### src/rtl/esc_wdog_pkg.sv
package esc_wdog_pkg;
  localparam int unsigned NSTG   = 4;
  localparam int unsigned HOLD_W = 32;
  localparam int unsigned PRE_W  = 16;
  localparam int unsigned CODE_W = 3;
  localparam int unsigned AW     = 4;
  localparam int unsigned DW     = 32;

  localparam logic [DW-1:0] UNLOCK_KEY = 32'h50D8_3AA1;

  typedef enum logic [1:0] {
    ACT_NONE = 2'd0,
    ACT_IRQ  = 2'd1,
    ACT_CPU  = 2'd2,
    ACT_SYS  = 2'd3
  } act_e;

  localparam logic [AW-1:0] A_CTRL    = 4'd0;
  localparam logic [AW-1:0] A_PRESC   = 4'd1;
  localparam logic [AW-1:0] A_HOLD    = 4'd2;
  localparam logic [AW-1:0] A_FEED    = 4'd6;
  localparam logic [AW-1:0] A_KEY     = 4'd7;
  localparam logic [AW-1:0] A_IRQ_EN  = 4'd8;
  localparam logic [AW-1:0] A_IRQ_RAW = 4'd9;
  localparam logic [AW-1:0] A_IRQ_ST  = 4'd10;
  localparam logic [AW-1:0] A_IRQ_CLR = 4'd11;

  localparam int unsigned B_EN     = 31;
  localparam int unsigned B_COMMIT = 30;
  localparam int unsigned B_DIVRST = 31;
  localparam int unsigned B_CPU    = 8;
  localparam int unsigned B_SYS    = 11;

  typedef struct packed {
    logic                         en;
    logic [CODE_W-1:0]            sys_code;
    logic [CODE_W-1:0]            cpu_code;
    logic [NSTG-1:0][1:0]         act;
    logic [PRE_W-1:0]             presc;
    logic [NSTG-1:0][HOLD_W-1:0]  hold;
  } cfg_t;
endpackage

### src/rtl/esc_wdog_presc.sv
module esc_wdog_presc #(
  parameter int unsigned PW = 16
) (
  input  logic          clk_i,
  input  logic          rst_ni,
  input  logic          en_i,
  input  logic          clr_i,
  input  logic [PW-1:0] presc_i,
  output logic          tick_o
);
  logic [PW-1:0] div_q;
  logic [PW:0]   div_nxt;

  assign div_nxt = {1'b0, div_q} + 1'b1;
  // prescale 0 behaves as 1
  assign tick_o  = en_i && (div_nxt >= {1'b0, presc_i});

  always_ff @(posedge clk_i or negedge rst_ni) begin
    if (!rst_ni)                         div_q <= '0;
    else if (!en_i || clr_i || tick_o)   div_q <= '0;
    else                                 div_q <= div_q + 1'b1;
  end

  AST_TICK_CLEARS: assert property (@(posedge clk_i) disable iff (!rst_ni)
    tick_o |=> div_q == '0);
  AST_RESTART_CLEARS: assert property (@(posedge clk_i) disable iff (!rst_ni)
    clr_i |=> div_q == '0);
endmodule

### src/rtl/esc_wdog_stager.sv
module esc_wdog_stager
  import esc_wdog_pkg::*;
(
  input  logic                        clk_i,
  input  logic                        rst_ni,
  input  logic                        en_i,
  input  logic                        feed_i,
  input  logic                        tick_i,
  input  logic [NSTG-1:0][HOLD_W-1:0] hold_i,
  input  logic [NSTG-1:0][1:0]        act_i,
  output logic                        fire_o,
  output logic [1:0]                  fire_act_o
);
  localparam int unsigned SW = $clog2(NSTG);

  logic [SW-1:0]     stg_q, stg_nxt;
  logic [HOLD_W-1:0] cnt_q, hold_eff;
  logic [HOLD_W:0]   cnt_nxt;
  logic              expire;

  assign hold_eff = (hold_i[stg_q] == '0) ? HOLD_W'(1) : hold_i[stg_q];
  assign cnt_nxt  = {1'b0, cnt_q} + 1'b1;
  assign expire   = en_i && !feed_i && tick_i && (cnt_nxt >= {1'b0, hold_eff});
  assign stg_nxt  = (stg_q == SW'(NSTG-1)) ? '0 : stg_q + 1'b1;

  always_ff @(posedge clk_i or negedge rst_ni) begin
    if (!rst_ni) begin
      stg_q <= '0;
      cnt_q <= '0;
    end else if (!en_i || feed_i) begin
      stg_q <= '0;
      cnt_q <= '0;
    end else if (tick_i) begin
      if (expire) begin
        stg_q <= stg_nxt;
        cnt_q <= '0;
      end else begin
        cnt_q <= cnt_q + 1'b1;
      end
    end
  end

  always_ff @(posedge clk_i or negedge rst_ni) begin
    if (!rst_ni) begin
      fire_o     <= 1'b0;
      fire_act_o <= ACT_NONE;
    end else begin
      fire_o     <= expire;
      fire_act_o <= act_i[stg_q];
    end
  end

  AST_STAGE_STEP: assert property (@(posedge clk_i) disable iff (!rst_ni)
    (expire && stg_q != SW'(NSTG-1)) |=> stg_q == $past(stg_q) + 1'b1);
  AST_STAGE_WRAP: assert property (@(posedge clk_i) disable iff (!rst_ni)
    (expire && stg_q == SW'(NSTG-1)) |=> stg_q == '0);
  AST_FEED_RESTART: assert property (@(posedge clk_i) disable iff (!rst_ni)
    feed_i |=> (stg_q == '0 && cnt_q == '0 && !fire_o));
  AST_IDLE_CLEAR: assert property (@(posedge clk_i) disable iff (!rst_ni)
    !en_i |=> (stg_q == '0 && cnt_q == '0 && !fire_o));
endmodule

### src/rtl/esc_wdog_pulse.sv
module esc_wdog_pulse
  import esc_wdog_pkg::*;
#(
  parameter int unsigned                          CW  = 16,
  parameter logic [(1<<CODE_W)-1:0][CW-1:0]       CYC = '0
) (
  input  logic              clk_i,
  input  logic              rst_ni,
  input  logic              start_i,
  input  logic [CODE_W-1:0] code_i,
  output logic              pulse_o
);
  logic [CW-1:0] cnt_q;

  always_ff @(posedge clk_i or negedge rst_ni) begin
    if (!rst_ni)              cnt_q <= '0;
    else if (start_i)         cnt_q <= CYC[code_i];
    else if (cnt_q != '0)     cnt_q <= cnt_q - 1'b1;
  end

  assign pulse_o = (cnt_q != '0);

  AST_PULSE_CAUSE: assert property (@(posedge clk_i) disable iff (!rst_ni)
    $rose(pulse_o) |-> $past(start_i));
  AST_PULSE_LOAD: assert property (@(posedge clk_i) disable iff (!rst_ni)
    start_i |=> cnt_q == $past(CYC[code_i]));
endmodule

### src/rtl/esc_wdog_regs.sv
module esc_wdog_regs
  import esc_wdog_pkg::*;
#(
  parameter logic [NSTG-1:0][HOLD_W-1:0] HOLD_RST = '0
) (
  input  logic          clk_i,
  input  logic          rst_ni,
  input  logic          wr_en_i,
  input  logic [AW-1:0] addr_i,
  input  logic [DW-1:0] wdata_i,
  output logic [DW-1:0] rdata_o,
  input  logic          fire_i,
  input  logic [1:0]    fire_act_i,
  output cfg_t          cfg_o,
  output logic          feed_o,
  output logic          div_rst_o,
  output logic          irq_o
);
  localparam cfg_t CFG_RST = '{
    en:       1'b0,
    sys_code: CODE_W'(1),
    cpu_code: CODE_W'(1),
    act:      '0,
    presc:    PRE_W'(1),
    hold:     HOLD_RST
  };

  cfg_t          stg_q, act_q;
  logic [DW-1:0] key_q, rd_d;
  logic          commit_q, irq_en_q, irq_raw_q;
  logic          key_ok, wr_ok, irq_set, irq_clr;

  assign key_ok    = (key_q == UNLOCK_KEY);
  assign wr_ok     = wr_en_i && key_ok;
  assign feed_o    = wr_ok && (addr_i == A_FEED);
  assign div_rst_o = wr_ok && (addr_i == A_PRESC) && wdata_i[B_DIVRST];
  assign irq_set   = fire_i && (fire_act_i == ACT_IRQ);
  assign irq_clr   = wr_en_i && (addr_i == A_IRQ_CLR) && wdata_i[0];

  always_comb begin
    rd_d = '0;
    case (addr_i)
      A_CTRL: begin
        rd_d[B_EN]             = stg_q.en;
        rd_d[B_SYS +: CODE_W]  = stg_q.sys_code;
        rd_d[B_CPU +: CODE_W]  = stg_q.cpu_code;
        rd_d[2*NSTG-1:0]       = stg_q.act;
      end
      A_PRESC:   rd_d[PRE_W-1:0] = stg_q.presc;
      A_KEY:     rd_d = key_q;
      A_IRQ_EN:  rd_d[0] = irq_en_q;
      A_IRQ_RAW: rd_d[0] = irq_raw_q;
      A_IRQ_ST:  rd_d[0] = irq_raw_q & irq_en_q;
      default:   rd_d = '0;
    endcase
    for (int i = 0; i < NSTG; i++) begin
      if (addr_i == A_HOLD + AW'(i)) rd_d[HOLD_W-1:0] = stg_q.hold[i];
    end
  end

  always_ff @(posedge clk_i or negedge rst_ni) begin
    if (!rst_ni) begin
      stg_q     <= CFG_RST;
      act_q     <= CFG_RST;
      key_q     <= UNLOCK_KEY;
      commit_q  <= 1'b0;
      irq_en_q  <= 1'b0;
      irq_raw_q <= 1'b0;
      rdata_o   <= '0;
    end else begin
      rdata_o  <= rd_d;
      commit_q <= wr_ok && (addr_i == A_CTRL) && wdata_i[B_COMMIT];
      if (commit_q) act_q <= stg_q;
      // key stays writable so software can relock
      if (wr_en_i && addr_i == A_KEY)    key_q    <= wdata_i;
      if (wr_en_i && addr_i == A_IRQ_EN) irq_en_q <= wdata_i[0];
      if (irq_set)      irq_raw_q <= 1'b1;
      else if (irq_clr) irq_raw_q <= 1'b0;
      if (wr_ok) begin
        if (addr_i == A_CTRL) begin
          stg_q.en       <= wdata_i[B_EN];
          stg_q.sys_code <= wdata_i[B_SYS +: CODE_W];
          stg_q.cpu_code <= wdata_i[B_CPU +: CODE_W];
          stg_q.act      <= wdata_i[2*NSTG-1:0];
        end
        if (addr_i == A_PRESC) stg_q.presc <= wdata_i[PRE_W-1:0];
        for (int i = 0; i < NSTG; i++) begin
          if (addr_i == A_HOLD + AW'(i)) stg_q.hold[i] <= wdata_i[HOLD_W-1:0];
        end
      end
    end
  end

  assign cfg_o = act_q;
  assign irq_o = irq_raw_q & irq_en_q;

  AST_LOCKED_HOLD: assert property (@(posedge clk_i) disable iff (!rst_ni)
    (wr_en_i && !key_ok && addr_i == A_HOLD) |=> $stable(stg_q.hold[0]));
  AST_KEY_OPEN: assert property (@(posedge clk_i) disable iff (!rst_ni)
    (wr_en_i && addr_i == A_KEY) |=> key_q == $past(wdata_i));
  AST_COMMIT_ONLY: assert property (@(posedge clk_i) disable iff (!rst_ni)
    !$stable(act_q) |-> $past(commit_q));
  AST_IRQ_CAUSE: assert property (@(posedge clk_i) disable iff (!rst_ni)
    $rose(irq_raw_q) |-> $past(irq_set));
endmodule

### src/rtl/esc_wdog.sv
module esc_wdog
  import esc_wdog_pkg::*;
#(
  parameter logic [NSTG-1:0][HOLD_W-1:0] HOLD_RST =
    {32'd1048575, 32'd1048575, 32'd134217727, 32'd26000000},
  parameter int unsigned PW_W = 16,
  parameter logic [(1<<CODE_W)-1:0][PW_W-1:0] PULSE_CYC =
    {16'd256, 16'd128, 16'd64, 16'd40, 16'd32, 16'd24, 16'd16, 16'd8}
) (
  input  logic          clk_i,
  input  logic          rst_ni,
  input  logic          wr_en_i,
  input  logic [AW-1:0] addr_i,
  input  logic [DW-1:0] wdata_i,
  output logic [DW-1:0] rdata_o,
  output logic          irq_o,
  output logic          cpu_rst_o,
  output logic          sys_rst_o
);
  cfg_t       cfg;
  logic       feed, div_rst, tick, fire;
  logic [1:0] fire_act;
  logic [1:0] rst_vec;

  esc_wdog_regs #(.HOLD_RST(HOLD_RST)) regs_i (
    .clk_i      (clk_i),
    .rst_ni     (rst_ni),
    .wr_en_i    (wr_en_i),
    .addr_i     (addr_i),
    .wdata_i    (wdata_i),
    .rdata_o    (rdata_o),
    .fire_i     (fire),
    .fire_act_i (fire_act),
    .cfg_o      (cfg),
    .feed_o     (feed),
    .div_rst_o  (div_rst),
    .irq_o      (irq_o)
  );

  esc_wdog_presc #(.PW(PRE_W)) presc_i (
    .clk_i   (clk_i),
    .rst_ni  (rst_ni),
    .en_i    (cfg.en),
    .clr_i   (div_rst | feed),
    .presc_i (cfg.presc),
    .tick_o  (tick)
  );

  esc_wdog_stager stager_i (
    .clk_i      (clk_i),
    .rst_ni     (rst_ni),
    .en_i       (cfg.en),
    .feed_i     (feed),
    .tick_i     (tick),
    .hold_i     (cfg.hold),
    .act_i      (cfg.act),
    .fire_o     (fire),
    .fire_act_o (fire_act)
  );

  for (genvar g = 0; g < 2; g++) begin : g_pulse
    localparam logic [1:0] TRIG = (g == 0) ? ACT_CPU : ACT_SYS;
    logic [CODE_W-1:0] code;
    assign code = (g == 0) ? cfg.cpu_code : cfg.sys_code;
    esc_wdog_pulse #(.CW(PW_W), .CYC(PULSE_CYC)) pulse_i (
      .clk_i   (clk_i),
      .rst_ni  (rst_ni),
      .start_i (fire && fire_act == TRIG),
      .code_i  (code),
      .pulse_o (rst_vec[g])
    );
  end

  assign cpu_rst_o = rst_vec[0];
  assign sys_rst_o = rst_vec[1];

  AST_NONE_SILENT: assert property (@(posedge clk_i) disable iff (!rst_ni)
    (fire && fire_act == ACT_NONE) |=> ($stable(rst_vec) || !rst_vec[0] || !rst_vec[1]));
endmodule

### config.mk
export PLATFORM = sky130hd
export DESIGN_NAME = esc_wdog
export DESIGN_NICKNAME = d
export VERILOG_FILES = /design/src/rtl/esc_wdog_pkg.sv /design/src/rtl/esc_wdog_presc.sv /design/src/rtl/esc_wdog_stager.sv /design/src/rtl/esc_wdog_pulse.sv /design/src/rtl/esc_wdog_regs.sv /design/src/rtl/esc_wdog.sv
export SDC_FILE = /design/constraint.sdc
export NUM_CORES = 1
export LEC_CHECK = 0
export ABC_AREA = 1
export BUFFER_PORTS_ARGS = -buffer_cell sky130_fd_sc_hd__buf_4
export CORE_AREA = 5 5 202 204
export DETAILED_ROUTE_END_ITERATION = 16
export DIE_AREA = 0 0 207 209
export PLACE_DENSITY_LB_ADDON = 0.25
export SLEW_MARGIN = 20
export SYNTH_ARGS = -nofsm -noshare
export SYNTH_HDL_FRONTEND = slang
export SYNTH_SLANG_ARGS = --single-unit
### constraint.sdc
create_clock -name clk_i -period 3.9 [get_ports clk_i]
set_input_delay 0.78 -clock clk_i [delete_from_list [all_inputs] [get_ports clk_i]]
set_output_delay 0.78 -clock clk_i [all_outputs]
set_load 0.005 [all_outputs]
==> run_results.csv <==
group,metric,value,unit
power_and_ir_drop,power_switching,0.00226,W
route,detail-route-antenna-nets,0,
route,drtIter0Drc,1677,
job,cap_violations,0,
grt,grt_max_degree,172,
place,place.gp.congestion,0.902,
route,avgRoutedWirePerCell,18.2,um
critical_path,crit_fanout,36,
yosys,synthesis.nets,2767,
power_and_ir_drop,p_comb_share,3.8,%
grt,grt_pass1_wl,97.2,mm
grt,globalRouteOverflowTotal,0,
clock_network,cts_htree_levels,2,
clock_network,clockRootBuffer,"clkbuf_16",
outcome,status,"complete, no violations",
place,io_buffers,73,
timing,fin_crit,3.45,ns
route,routed_wl,59.8,mm
grt,antenna_found_initial,0,
yosys,synth_cells,2667,
critical_path,reg2regPathDepth,20,
power_and_ir_drop,p_per_area,394,mW/mm2
final_layout,fin_util,65.7,%
timing,setup_tns,0,ns
clock_network,cts_resized,0,
timing,drv_slew,0,
timing,worst_pin_slew,0.827,ns
die,die_x,207,um
clock_network,tritoncts,"done",
timing,rsz0062_at_grt,"false",
die,start_util,58.8,%
yosys,ys_ff_latch,470,
critical_path,r2r_end,"stager_i.cnt_q[27]$_DFFE_PN0P_",
grt,grt_pass1_vias,18300,
yosys,synth_cell_types,58,
yosys,yosys_warnings,0,
timing,fmax,290,MHz
timing,fin_skew,0.0214,ns
yosys,synthArstFlopShare,100,%
die,die_y,209,um
route,num_vias,18600,
min_path,hold_class,"input port to asynchronous set/reset pin",
critical_path,worst_setup_path_start_kind,"flip-flop",
power_and_ir_drop,seqPwrFrac,49.9,%
power_and_ir_drop,intPower,0.00786,W
critical_path,ff2ff_setup_slack,0.45,ns
final_layout,area_delta_synth_final,11.7,%
critical_path,cp-startpoint,"stager_i.stg_q[0]$_DFFE_PN0P_",
yosys,syn_area,0.0230,mm2
yosys,syn_area_per_cell,8.62,um2
clock_network,cts.clk_slew.worst_paths,0.06,ns
power_and_ir_drop,pwr-share-clk,46.4,%
clock_network,postCtsSetupBuffers,0,
critical_path,rr_startpoint,"stager_i.stg_q[0]$_DFFE_PN0P_",
timing,max-slew-margin-rel,44.8,%
clock_network,cts_buffers,49,
route,via_per_inst,5.68,
yosys,ys.flop_type,"dfrtp_1",
die,rows,73,
timing,setup_viol,0,
clock_network,clockBufferDepth,3,
final_layout,drive_gt1_share,17.7,%
timing,hold_violations,0,
critical_path,path_class,"flip-flop to flip-flop",
route,firstDrtPassIters,5,
grt,grt_usage,27.5,%
yosys,synth_edf_count,0,
die,ios,74,
yosys,yosysSeqAreaShare,52.1,%
final_layout,insertedDiodeCount,0,
clock_network,clock_latency,0.59,ns
route,drc,0,
critical_path,cp_data_arrival_time,3.97,ns
critical_path,worstPathRequired,4.42,ns
power_and_ir_drop,peakVddDrop,0.382,mV
clock_network,cts_sinks,470,
critical_path,endpoint_kind,"flip-flop",
power_and_ir_drop,total_leakage_power,12.2,nW
power_and_ir_drop,sw_frac_of_total,22.3,%
clock_network,postCtsHoldBufs,0,
timing,fin_crit_sh,88.4,%
final_layout,nFillCells,3236,
final_layout,num-nets-final,2810,
place,place_hpwl,40.3,mm
die,die_area,0.0433,mm2
die,core_area,0.0391,mm2
[through the flow]
| step | cells | hold WS, ns | total power [W] | setup WS, ns | instance area [um2] |
|---|---|---|---|---|---|
| global placement | 3184 | 0.466 | 0.00549 | 0.608 | 24000 |
| floorplan | 2667 | 0.453 | 0.00526 | 1.16 | 23000 |
| finish | 3275 | 0.166 | 0.0101 | 0.453 | 25700 |
| detailed placement | 3184 | 0.472 | 0.00550 | 0.523 | 24000 |
| CTS | 3275 | 0.161 | 0.0102 | 0.525 | 25700 |
| global route | 3275 | 0.187 | 0.0104 | 0.165 | 25700 |
[kinds of logic after synthesis]
group,count (synthesis),share of synthesized area (%)
AOI/OAI and AO/OA,518,11.9
xor gates and xnor gates,52,1.98
adders and majority gates,61,3.32
buffers and inverters,387,6.80
DFF,470,52.1
muxes,72,3.53
and+or+nand+nor,1107,20.4
[synth_stat cells, types with 2 or more instances]
library cell / n / area, um2
nand4_1: 70 / 438
o2111ai_1: 2 / 17.5
nor2_8: 2 / 40.0
xnor2_1: 16 / 140
a31o_2: 2 / 17.5
dfrtp_1: 297 / 7430
buf_6: 4 / 45.0
a22oi_1: 4 / 30.0
a21oi_1: 103 / 515
a41oi_1: 3 / 26.3
nor2_1: 162 / 608
nor2_2: 13 / 81.3
clkbuf_1: 46 / 173
o211ai_1: 3 / 22.5
buf_1: 3 / 11.3
nor2_4: 5 / 56.3
xor2_1: 36 / 315
nand2_4: 3 / 33.8
inv_2: 6 / 22.5
nand4_2: 2 / 25.0
dfstp_2: 173 / 4550
a221oi_1: 15 / 131
nor3_2: 2 / 20.0
clkinv_1: 2 / 7.51
nand3_1: 57 / 285
buf_2: 60 / 300
a21boi_0: 2 / 15.0
ha_1: 61 / 763
or2_2: 4 / 25.0
nor4_1: 2 / 12.5
mux2_2: 72 / 811
o21ai_1: 94 / 470
inv_1: 264 / 991
a21o_1: 3 / 22.5
nor3_1: 25 / 125
nand2_2: 7 / 43.8
o21ai_0: 278 / 1390
nand2_1: 744 / 2790
[cell usage in the layout, fill, tap and decap left out, drive strengths merged]
master   synthesis  final
o22ai            1      1
a2bb2oi          1      1
nand4           72     72
nand3b           2      2
clkbuf          47     79
a21boi           2      2
inv            270    272
buf             68    107
a221oi          15     15
nand2          754    754
nor3            28     28
a21o             3      3
o21a             1      1
clkinv           2     11
nor2           182    182
ha              61     61
nor3b            1      1
a31oi            1      1
xnor2           16     16
o31ai            1      1
and2             1      1
o21bai           1      1
o21ai          372    372
a211oi           1      1
a31o             2      2
a22oi            4      4
or2              5      5
a21oi          103    103
o211ai           3      3
a32o             1      1
bufinv           0      1
a22o             1      1
xor2            36     36
a41oi            3      3
o2111ai          2      2
nand3           59     59
nor4             3      3
dfrtp          297    297
dfstp          173    173
mux2            72     72
[how the worst max path moves through the flow]
stage | slack (ns) | to
after floorplan | 1.16 | presc_i.div_q[13]$_DFF_PN0_
after global placement | 0.61 | stager_i.cnt_q[7]$_DFFE_PN0P_
after detailed placement | 0.52 | stager_i.cnt_q[8]$_DFFE_PN0P_
after CTS | 0.52 | stager_i.cnt_q[8]$_DFFE_PN0P_
after global routing | 0.17 | stager_i.stg_q[1]$_DFFE_PN0P_
final | 0.45 | stager_i.cnt_q[27]$_DFFE_PN0P_
[critical path: stages, from the launching register on]
cell	delay (ns)
dfrtp_4	0.59
buf_4	0.37
o21ai_0	0.16
a21oi_1	0.32
nand2_1	0.13
nor2_1	0.15
nand2_1	0.07
nor2_1	0.08
nand2_1	0.05
nand2_1	0.05
ha_1	0.22
nand2_1	0.06
nor2_1	0.04
nand2_1	0.06
nor2_1	0.04
nand2_1	0.07
nand4_1	0.17
nor2_4	0.13
buf_4	0.34
nand4_1	0.14
nand2_1	0.10
[power by group through the flow]
| stage | clock network, W | registers, W | logic (W) |
|---|---|---|---|
| 3_3_place_gp | 0 | 0.00512 | 0.000375 |
| 2_1_floorplan | 0 | 0.00511 | 0.000148 |
| 5_1_grt | 0.00495 | 0.00505 | 0.000436 |
| 6_report | 0.00469 | 0.00504 | 0.000383 |
| 4_1_cts | 0.00476 | 0.00504 | 0.000387 |
| 3_5_place_dp | 0 | 0.00512 | 0.000383 |
[flip-flops by register name, indices dropped and copies added (netlist names)]
| name | cells |
|---|---|
| regs_i.key_q | 32 |
| regs_i.commit_q | 1 |
| stager_i.stg_q | 2 |
| presc_i.div_q | 16 |
| stager_i.cnt_q | 32 |
| stager_i.fire_o | 1 |
| regs_i.cfg_o | 159 |
| regs_i.irq_en_q | 1 |
| regs_i.stg_q | 159 |
| regs_i.irq_raw_q | 1 |
| g_pulse.pulse_i.cnt_q | 32 |
| stager_i.fire_act_o | 2 |
| regs_i.rdata_o | 32 |
[routing by layer]
metal	wire, um	global-route usage, %	vias up
li1	-	-	8772
met1	26400	39.5	9032
met2	27100	43.1	686
met3	4590	5.27	108
met4	1640	7.75	0
met5	0	0	-
[cell type report]
class / count / area, um2 / area share, %
flip-flops and latches: 470 / 12000 / 46.7
well taps: 525 / 657 / 2.56
repair buffers: 107 / 911 / 3.55
inverters: 272 / 1020 / 3.98
clock inverters: 12 / 92.6 / 0.361
clock buffers: 79 / 1540 / 6.01
multi-input cells: 1810 / 9470 / 36.9
(Power assumes the default switching activity.)
